==> src/rtl/ushl_pkg.sv <==
package ushl_pkg;
  localparam int RIDX_W = 4;
  localparam int IMM_W  = 8;

  typedef enum logic [2:0] {
    ST_IDLE,
    ST_CHECK,
    ST_REQ,
    ST_WAIT,
    ST_WRITE
  } state_e;

  typedef struct packed {
    logic [RIDX_W-1:0] dst;
    logic [RIDX_W-1:0] base;
    logic [RIDX_W-1:0] idx;
    logic [IMM_W-1:0]  imm;
    logic              add;
    logic              post;
    logic              use_reg;
    logic              unpred;
  } dec_t;
endpackage

==> src/rtl/ushl_decode.sv <==
module ushl_decode
  import ushl_pkg::*;
(
  input  logic [31:0] word,
  output dec_t        dec
);
  logic arm_shape, hit_pimm, hit_preg, hit_oimm;
  logic [RIDX_W-1:0] rd, rb, ri;
  logic overlap;

  always_comb begin
    rd = word[15:12];
    rb = word[19:16];
    ri = word[3:0];

    arm_shape = (word[31:28] != 4'hF) && (word[27:25] == 3'b000) && !word[24]
              && word[21] && word[20] && (word[7:4] == 4'hF);
    hit_pimm  = arm_shape && word[22];
    hit_preg  = arm_shape && !word[22] && (word[11:8] == 4'h0);
    hit_oimm  = (word[31:20] == 12'hF93) && (word[11:8] == 4'hE) && (rb != 4'hF);

    overlap   = (rd == 4'hF) || (rb == 4'hF) || (rb == rd);

    dec.dst     = rd;
    dec.base    = rb;
    dec.idx     = ri;
    dec.imm     = hit_oimm ? word[7:0] : {word[11:8], word[3:0]};
    dec.add     = hit_oimm || word[23];
    dec.post    = hit_pimm || hit_preg;
    dec.use_reg = hit_preg;

    if (hit_pimm)      dec.unpred = overlap;
    else if (hit_preg) dec.unpred = overlap || (ri == 4'hF);
    else if (hit_oimm) dec.unpred = (rd == 4'hF);
    else               dec.unpred = 1'b1;
  end
endmodule

==> src/rtl/ushl_agen.sv <==
module ushl_agen #(
  parameter int XLEN  = 32,
  parameter int IMM_W = 8
) (
  input  logic [XLEN-1:0]  base_val,
  input  logic [XLEN-1:0]  idx_val,
  input  logic [IMM_W-1:0] imm,
  input  logic             use_reg,
  input  logic             add,
  input  logic             post,
  output logic [XLEN-1:0]  acc_addr,
  output logic [XLEN-1:0]  wb_val
);
  localparam int PAD_W = XLEN - IMM_W;

  logic [XLEN-1:0] offset;
  logic [XLEN-1:0] moved;

  always_comb begin
    offset   = use_reg ? idx_val : {{PAD_W{1'b0}}, imm};
    moved    = add ? (base_val + offset) : (base_val - offset);
    acc_addr = post ? base_val : moved;
    wb_val   = moved;
  end
endmodule

==> src/rtl/ushl_sext.sv <==
module ushl_sext #(
  parameter int IN_W  = 16,
  parameter int OUT_W = 32
) (
  input  logic [IN_W-1:0]  din,
  output logic [OUT_W-1:0] dout
);
  generate
    if (OUT_W > IN_W) begin : g_ext
      assign dout = {{(OUT_W-IN_W){din[IN_W-1]}}, din};
    end else begin : g_pass
      assign dout = din[OUT_W-1:0];
    end
  endgenerate
endmodule

==> src/rtl/ushl_load_unit.sv <==
module ushl_load_unit
  import ushl_pkg::*;
#(
  parameter int XLEN   = 32,
  parameter int HALF_W = 16
) (
  input  logic              clk,
  input  logic              rst_n,
  input  logic              instr_valid,
  output logic              instr_ready,
  input  logic [31:0]       instr_word,
  input  logic              cond_pass,
  input  logic              hyp_mode,
  output logic [3:0]        rf_base_idx,
  input  logic [XLEN-1:0]   rf_base_data,
  output logic [3:0]        rf_index_idx,
  input  logic [XLEN-1:0]   rf_index_data,
  output logic              mem_req_valid,
  input  logic              mem_req_ready,
  output logic [XLEN-1:0]   mem_req_addr,
  output logic              mem_req_unpriv,
  input  logic              mem_rsp_valid,
  input  logic [HALF_W-1:0] mem_rsp_data,
  output logic              dst_we,
  output logic [3:0]        dst_idx,
  output logic [XLEN-1:0]   dst_data,
  output logic              base_we,
  output logic [3:0]        base_idx,
  output logic [XLEN-1:0]   base_data,
  output logic              undef_instr,
  output logic              retire
);
  state_e            state;
  logic [31:0]       word_q;
  logic              cond_q, hyp_q;
  logic [XLEN-1:0]   addr_q, wb_q;
  logic [HALF_W-1:0] half_q;
  dec_t              dec;
  logic [XLEN-1:0]   acc_addr, wb_val;
  logic              fault;

  ushl_decode u_dec (
    .word (word_q),
    .dec  (dec)
  );

  ushl_agen #(.XLEN(XLEN), .IMM_W(IMM_W)) u_agen (
    .base_val (rf_base_data),
    .idx_val  (rf_index_data),
    .imm      (dec.imm),
    .use_reg  (dec.use_reg),
    .add      (dec.add),
    .post     (dec.post),
    .acc_addr (acc_addr),
    .wb_val   (wb_val)
  );

  ushl_sext #(.IN_W(HALF_W), .OUT_W(XLEN)) u_sext (
    .din  (half_q),
    .dout (dst_data)
  );

  assign fault = dec.unpred || hyp_q;

  always_ff @(posedge clk) begin
    if (!rst_n) begin
      state  <= ST_IDLE;
      word_q <= '0;
      cond_q <= 1'b0;
      hyp_q  <= 1'b0;
      addr_q <= '0;
      wb_q   <= '0;
      half_q <= '0;
    end else begin
      unique case (state)
        ST_IDLE: if (instr_valid) begin
          word_q <= instr_word;
          cond_q <= cond_pass;
          hyp_q  <= hyp_mode;
          state  <= ST_CHECK;
        end
        ST_CHECK: begin
          if (!cond_q || fault) begin
            state <= ST_IDLE;
          end else begin
            addr_q <= acc_addr;
            wb_q   <= wb_val;
            state  <= ST_REQ;
          end
        end
        ST_REQ: if (mem_req_ready) state <= ST_WAIT;
        ST_WAIT: if (mem_rsp_valid) begin
          half_q <= mem_rsp_data;
          state  <= ST_WRITE;
        end
        ST_WRITE: state <= ST_IDLE;
        default:  state <= ST_IDLE;
      endcase
    end
  end

  assign instr_ready    = (state == ST_IDLE);
  assign rf_base_idx    = dec.base;
  assign rf_index_idx   = dec.idx;
  assign mem_req_valid  = (state == ST_REQ);
  assign mem_req_addr   = addr_q;
  assign mem_req_unpriv = 1'b1;
  assign dst_we         = (state == ST_WRITE);
  assign dst_idx        = dec.dst;
  assign base_we        = (state == ST_WRITE) && dec.post;
  assign base_idx       = dec.base;
  assign base_data      = wb_q;
  assign undef_instr    = (state == ST_CHECK) && cond_q && fault;
  assign retire         = ((state == ST_CHECK) && (!cond_q || fault))
                        || (state == ST_WRITE);
endmodule

==> config.mk <==
export PLATFORM = sky130hd
export DESIGN_NAME = ushl_load_unit
export DESIGN_NICKNAME = d
export VERILOG_FILES = /design/src/rtl/ushl_pkg.sv /design/src/rtl/ushl_decode.sv /design/src/rtl/ushl_agen.sv /design/src/rtl/ushl_sext.sv /design/src/rtl/ushl_load_unit.sv
export SDC_FILE = /design/constraint.sdc
export NUM_CORES = 1
export LEC_CHECK = 0
export BUFFER_PORTS_ARGS = -buffer_cell sky130_fd_sc_hd__clkbuf_2
export CAP_MARGIN = 40
export CORE_MARGIN = 5
export CORE_UTILIZATION = 40
export CTS_CLUSTER_SIZE = 8
export DETAILED_ROUTE_END_ITERATION = 16
export PLACE_DENSITY_LB_ADDON = 0.15
export SETUP_SLACK_MARGIN = 0.05
export SLEW_MARGIN = 20
export SYNTH_ARGS = -nofsm -noshare
export SYNTH_HDL_FRONTEND = slang
export SYNTH_SLANG_ARGS = --single-unit
==> constraint.sdc <==
create_clock -name clk -period 13.8 [get_ports clk]
set_clock_uncertainty 0.05 [all_clocks]
set_input_delay 2.07 -clock clk [delete_from_list [all_inputs] [get_ports clk]]
set_output_delay 2.07 -clock clk [all_outputs]
set_load 0.05 [all_outputs]
==> impl_metrics.env, run 1 <==
export IMPL_crit_path_start_kind="flip-flop"
export IMPL_hpwlAfterDp_microns=18700
export IMPL_yosys_warnings=0
export IMPL_hold_path_depth=2
export IMPL_hp_start="base_data[6]$_SDFFE_PN0P_"
export IMPL_synth_edff_count=0
export IMPL_fin_hold_ws_ns=0.402
export IMPL_placementRows=50
export IMPL_worstPathArrival_ns=6.53
export IMPL_layout_min_cycle_time_ns=6.30
export IMPL_period_share_pct=45.6
export IMPL_slew_violations=0
export IMPL_firstDrtPassIters=5
export IMPL_start_util_pct=40.4
export IMPL_pwr_density_cell_nw_per_um2=132
export IMPL_postRouteAntennaNets=0
export IMPL_grt_max_degree=70
export IMPL_crit_start="word_q[8]$_SDFFE_PN0P_"
export IMPL_syn_to_final_growth_pct=22.8
export IMPL_synth_mux_area_share_pct=1.87
export IMPL_layout_drive_gt1_share_pct=24.4
export IMPL_nets=1358
export IMPL_grt_pass1_wl_microns=38900
export IMPL_post_cts_resized=0
export IMPL_fp_coreArea_sq_um=18600
export IMPL_finalWirelength_microns=24600
export IMPL_ys_ff_latch=117
export IMPL_cts_tree="done"
export IMPL_grt_use_met3_pct=4.66
export IMPL_use_met2_pct=31.3
export IMPL_whs_endpoint="base_data[6]$_SDFFE_PN0P_"
export IMPL_p_leak_nw=4.06
export IMPL_grt_busiest_layer="met1"
export IMPL_regToRegSetupSlack_ns=7.50
export IMPL_drc_errors=0
export IMPL_grt_overflow_total=0
export IMPL_worstSkewPairLatency_ns=0.43
export IMPL_finalSetupTns_ns=0
export IMPL_cts_buffer_depth=2
export IMPL_r2r_start="word_q[8]$_SDFFE_PN0P_"
export IMPL_synthXorXnorAreaFrac_pct=5.25
export IMPL_antennaDiodeCount=0
export IMPL_critPathCaptureType="flip-flop"
export IMPL_htreeDepth=4
export IMPL_dieArea_sq_um=21600
export IMPL_synth_cell_type_count=59
export IMPL_async_flop_share_pct=0
export IMPL_vias=7797
export IMPL_viasPerCell=5.38
export IMPL_worstPathRequired_ns=14.03
export IMPL_numPortBuffers=236
export IMPL_hold_viol_final=0
export IMPL_ff2ff_path_depth=21
export IMPL_synthesis_nets=1179
export IMPL_synth_compound_area_share_pct=24.0
export IMPL_drt_iter0_drc=452
export IMPL_grt_use_met1_pct=33.8
export IMPL_max_slew_margin_pct=39.6
export IMPL_postSynthAreaPerCell_sq_um=7.35
export IMPL_worstMarginPinSlew_ns=0.897
export IMPL_r2r_end="base_data[31]$_SDFFE_PN0P_"
export IMPL_critPathKind="reg -> reg"
export IMPL_ctsHoldBuffers=0
export IMPL_cts_clk_slew_worst_paths_ns=0.07
export IMPL_drv_cap=0
export IMPL_synthCells=1022
export IMPL_clock_sinks=117
export IMPL_status="complete, no violations"
export IMPL_wire_per_inst_microns=17.0
export IMPL_post_cts_buffers=0
export IMPL_fp_dieW_microns=147
export IMPL_root_buffer="clkbuf_16"
export IMPL_setup_viol=0
export IMPL_die_h_microns=147
export IMPL_antenna_found_initial=1
export IMPL_ir_worst_vdd_v=0.0000831
export IMPL_grt_pass1_vias=7149
export IMPL_syn_area_sq_um=7510
export IMPL_synth_top_family_by_area="simple AND/OR/NAND/NOR gates"
export IMPL_hold_class="reg -> reg"
export IMPL_ys_flop_type="dfxtp_1"
export IMPL_fmax_mhz=159
export IMPL_gp_congestion=0.902
export IMPL_synthAdderAreaFrac_pct=6.43
export IMPL_rsz0062_at_grt="false"
export IMPL_track_usage_pct=22.2
export IMPL_path_max_fanout=12
export IMPL_numCtsBuffers=17
export IMPL_io_pins=238
export IMPL_seq_area_frac_synth_pct=31.2
export IMPL_yosys_area_share_simple_pct=24.4
metrics by stage:
stage / std cells / total power [mW] / utilization [%] / setup slack, ns / cell area, sq um
finish: 1448 / 1.21 / 49.6 / 7.50 / 9220
global route: 1448 / 1.28 / 49.6 / 7.09 / 9220
CTS: 1447 / 1.22 / 49.5 / 7.54 / 9200
detailed placement: 1415 / 0.799 / 46.5 / 7.11 / 8650
global placement: 1411 / 0.797 / 46.3 / 6.94 / 8600
floorplan: 1022 / 0.681 / - / 7.95 / 7510
Yosys cell counts (4+ instances only):
cell | n | area share (%)
nand2_1 | 212 | 11
a21oi_1 | 151 | 10
dfxtp_1 | 117 | 31
nor2_1 | 72 | 3.6
clkbuf_1 | 53 | 2.6
o21ai_0 | 40 | 2.7
ha_1 | 37 | 6.2
buf_4 | 33 | 3.3
xnor2_1 | 25 | 2.9
a21o_1 | 23 | 2.3
nand3_1 | 22 | 1.5
nor3_1 | 22 | 1.5
xor2_1 | 20 | 2.3
a311oi_1 | 18 | 2.1
a211oi_1 | 17 | 1.7
mux2i_1 | 14 | 1.9
inv_1 | 13 | 0.65
a31oi_1 | 12 | 1.0
nand4_1 | 10 | 0.83
nor2b_1 | 10 | 0.83
nand2b_1 | 8 | 0.67
nor4_1 | 8 | 0.67
o211ai_1 | 8 | 0.80
and2_1 | 7 | 0.58
o21bai_1 | 6 | 0.60
or2_2 | 6 | 0.50
and3_1 | 4 | 0.33
and4_1 | 4 | 0.47
o21a_1 | 4 | 0.40
layer usage:
metal | share of wire, % | vias up | routed length, microns
li1 | - | 3949 | -
met2 | 42 | 269 | 10300
met3 | 6.9 | 34 | 1690
met1 | 49 | 3543 | 12200
met5 | 0.053 | - | 13
met4 | 2.0 | 2 | 493
area by class of cell:
| cell class | count | area (sq um) |
|---|---|---|
| Tap cell | 234 | 293 |
| Sequential cell | 117 | 2340 |
| Fill cell | 1899 | 9360 |
| Clock buffer | 18 | 429 |
| Multi-Input combinational cell | 803 | 4670 |
| Clock inverter | 14 | 120 |
| Timing Repair Buffer | 249 | 1310 |
| Inverter | 13 | 48.8 |
registers in the layout (all words and copies together), names as in the netlist:
register	count
cond_q	1
hyp_q	1
base_data	32
word_q	32
mem_req_addr	32
state	3
half_q	16
how the worst max path moves through the flow:
stage                                 endpoint  slack (ns)  cells after the start
floorplan           base_data[30]$_SDFFE_PN0P_        7.95                     19
global placement    base_data[29]$_SDFFE_PN0P_        6.94                     21
detailed placement  base_data[29]$_SDFFE_PN0P_        7.11                     21
CTS                 base_data[29]$_SDFFE_PN0P_        7.54                     21
global route        base_data[29]$_SDFFE_PN0P_        7.09                     21
finish              base_data[31]$_SDFFE_PN0P_        7.50                     21
layout by cell type (no fill, tap or decap), types with 5 or more instances in the layout:
master	n
a21oi_1	151
nor2b_1	10
nor3_1	22
o211ai_1	8
nor2_1	70
nor4_1	8
inv_1	12
dfxtp_1	117
xnor2_1	25
nand2_1	212
a311oi_1	18
o21bai_1	6
nand4_1	10
o21ai_0	39
mux2i_1	14
nand3_1	22
a211oi_1	17
xor2_1	20
clkbuf_16	17
nand2b_1	8
and2_1	7
a31oi_1	12
or2_2	6
a21o_1	23
ha_1	37
inv_6	5
buf_4	9
clkbuf_2	236
critical path, stage by stage, from the launching register on:
cell and delay (ns):
dfxtp_1 0.34, or2_1 0.25, or4b_1 0.49, nor4_1 0.79
a221oi_1 0.25, and4b_1 0.29, and2_2 0.30, o21ai_0 0.47
o31ai_1 0.15, a31oi_1 0.45, ha_1 0.36, a21o_1 0.20
o21bai_1 0.18, a21o_1 0.19, a21o_1 0.17, a21o_1 0.16
a21oi_1 0.12, o21ai_1 0.11, a211oi_1 0.42, xnor2_1 0.19
xnor2_1 0.14, a21oi_1 0.08
where the power goes:
| group | internal, mW | switching (mW) | total (mW) |
|---|---|---|---|
| Combinational | 0.165 | 0.279 | 0.443 |
| Clock | 0.234 | 0.181 | 0.415 |
| Sequential | 0.346 | 0.00849 | 0.355 |
kinds of logic (layout without fill, tap and decap cells):
family	after synthesis	count (layout)
adders and majority gates	38	38
other	1	1
xor gates and xnor gates	45	45
muxes	14	14
DFF	117	117
and+or+nand+nor	406	406
AOI/OAI and AO/OA	299	299
buffers and inverters	102	294
(Power assumes the default switching activity.)
==> inputs of run 2 (changes only) <==
Clock period 13.8 ns to 5.17 ns, I/O delays scaled along.
==> impl_metrics.env, run 2 (synthesized netlist as in run 1, its figures left out) <==
export IMPL_worstMarginPinSlew_ns=0.691
export IMPL_postRouteAntennaNets=0
export IMPL_cts_clk_slew_worst_paths_ns=0.06
export IMPL_regToRegSetupSlack_ns=-0.05
export IMPL_slowest_stage="or4_4"
export IMPL_path_max_fanout=7
export IMPL_dieArea_sq_um=21600
export IMPL_grt_pass1_vias=7557
export IMPL_layout_drive_gt1_share_pct=35.9
export IMPL_ir_worst_vdd_v=0.000260
export IMPL_drt_iter0_drc=507
export IMPL_dpl_instance_area_sq_um=9310
export IMPL_fp_coreArea_sq_um=18600
export IMPL_cpPeakStageDelay_ns=0.54
export IMPL_final_core_util_pct=56.7
export IMPL_hold_viol_final=0
export IMPL_setup_ws_ns=-0.0526
export IMPL_grt_max_degree=56
export IMPL_nFillCells=1819
export IMPL_io_pins=238
export IMPL_max_slew_margin_pct=54.0
export IMPL_antennaDiodeCount=0
export IMPL_placementRows=50
export IMPL_drv_cap=0
export IMPL_finalWirelength_microns=25800
export IMPL_pwr_density_cell_nw_per_um2=363
export IMPL_period_share_pct=101
export IMPL_track_usage_pct=22.7
export IMPL_drc_errors=0
export IMPL_vias=8271
export IMPL_layout_min_cycle_time_ns=5.22
export IMPL_critPathKind="reg -> reg"
export IMPL_clock_sinks=117
export IMPL_cts_buffer_depth=2
export IMPL_final_cells=1552
export IMPL_slew_violations=0
export IMPL_die_h_microns=147
export IMPL_critPathCaptureType="flip-flop"
export IMPL_firstDrtPassIters=5
export IMPL_start_util_pct=40.4
export IMPL_p_leak_nw=4.71
export IMPL_path_cells="or2_1 -> or4b_4 -> or4_4 -> a21o_1 -> and4b_2 -> and2_4 -> o21ai_1 -> buf_4 -> o21ai_1 -> a31oi_1 -> buf_4 -> ha_1 -> a21o_1 -> buf_4 -> a21o_1 -> a21o_1 -> a21oi_1 -> nor2b_1 -> o21ai_0 -> nand2b_1 -> a221oi_2 -> xor2_1 -> buf_4 -> a311oi_2"
export IMPL_top_layer_used="met4"
export IMPL_fin_hold_ws_ns=0.399
export IMPL_wl_met2_microns=11600
export IMPL_hpwlAfterDp_microns=19600
export IMPL_nets=1462
export IMPL_layout_commonest_cell="clkbuf_2"
export IMPL_gp_congestion=0.910
export IMPL_ctsHoldBuffers=0
export IMPL_numCtsBuffers=17
export IMPL_grt_pass1_wl_microns=39700
export IMPL_worstPathArrival_ns=5.51
export IMPL_rsz0062_at_grt="true"
export IMPL_wl_met3_microns=1980
export IMPL_worstPathRequired_ns=5.46
export IMPL_syn_to_final_growth_pct=40.2
export IMPL_wire_per_inst_microns=16.6
export IMPL_status="complete, but fails checks"
export IMPL_placedCellCount=1501
export IMPL_failed_checks="setup timing"
export IMPL_fmax_mhz=191
export IMPL_hold_class="reg -> reg"
export IMPL_worstSkewPairLatency_ns=0.43
export IMPL_htreeDepth=4
export IMPL_root_buffer="clkbuf_16"
export IMPL_cts_tree="done"
export IMPL_final_cell_mix="236 x clkbuf_2, 207 x nand2_1, 139 x a21oi_1"
export IMPL_wl_met1_microns=11700
export IMPL_grt_overflow_total=0
export IMPL_crit_path_start_kind="flip-flop"
export IMPL_numPortBuffers=236
export IMPL_setup_viol=2
export IMPL_fp_dieW_microns=147
export IMPL_stdcell_area_sq_um=10500
export IMPL_viasPerCell=5.33
export IMPL_antenna_found_initial=0
run 2: worst paths after layout:
check                                                     end                 startpoint  cells past startpoint
worst min-delay path                base_data[8]$_SDFFE_PN0P_  base_data[8]$_SDFFE_PN0P_                      2
worst max register to register  mem_req_addr[29]$_SDFFE_PN0P_    word_q[22]$_SDFFE_PN0P_                     24
worst min register to register      base_data[8]$_SDFFE_PN0P_  base_data[8]$_SDFFE_PN0P_                      2
worst max-delay path            mem_req_addr[29]$_SDFFE_PN0P_    word_q[22]$_SDFFE_PN0P_                     24
run 2: per-layer routing:
metal	vias up	GRT usage [%]
li1	4149	-
met1	3784	31.8
met2	303	34.6
met3	35	5.77
met4	0	6.34
met5	-	0
run 2: what timing repair did:
action                     4_1_cts  5_1_grt
resized for setup               20       80
pin swaps                       16       57
setup buffers                    8       11
setup endpoints to repair       19       31
run 2: area by class of cell:
cell class,count,area (sq um),share of cell area [%]
timing repair buffer,353,2110,20.0
multi-input combinational,803,5130,48.7
sequential,117,2340,22.3
clock inverter,14,168,1.59
tap,234,293,2.78
inverter,13,48.8,0.464
clock buffer,18,439,4.17
run 2: power by group:
group / internal, mW / total [mW] / switching (mW)
registers: 0.924 / 0.944 / 0.0200
logic: 0.748 / 1.65 / 0.906
clock network: 0.737 / 1.22 / 0.487
total: 2.41 / 3.82 / 1.41
run 2: critical path: cells and delay by family, from the launching register on:
family          cells  cell delay [ns]
compound gates     11             1.85
xor+xnor            1             0.12
fa+ha+maj           1             0.21
buf+inv             4             0.62
flops               1             0.31
simple gates        7             1.98
run 2: stage by stage:
step	power (mW)	TNS, ns	worst slack, ns
2_1_floorplan	1.82	0	0.0617
3_3_place_gp	2.36	-0.184	-0.0713
3_5_place_dp	2.36	-0.785	-0.149
4_1_cts	3.64	0	0.0532
5_1_grt	4.03	-2.32	-0.278
6_report	3.82	-0.0929	-0.0526
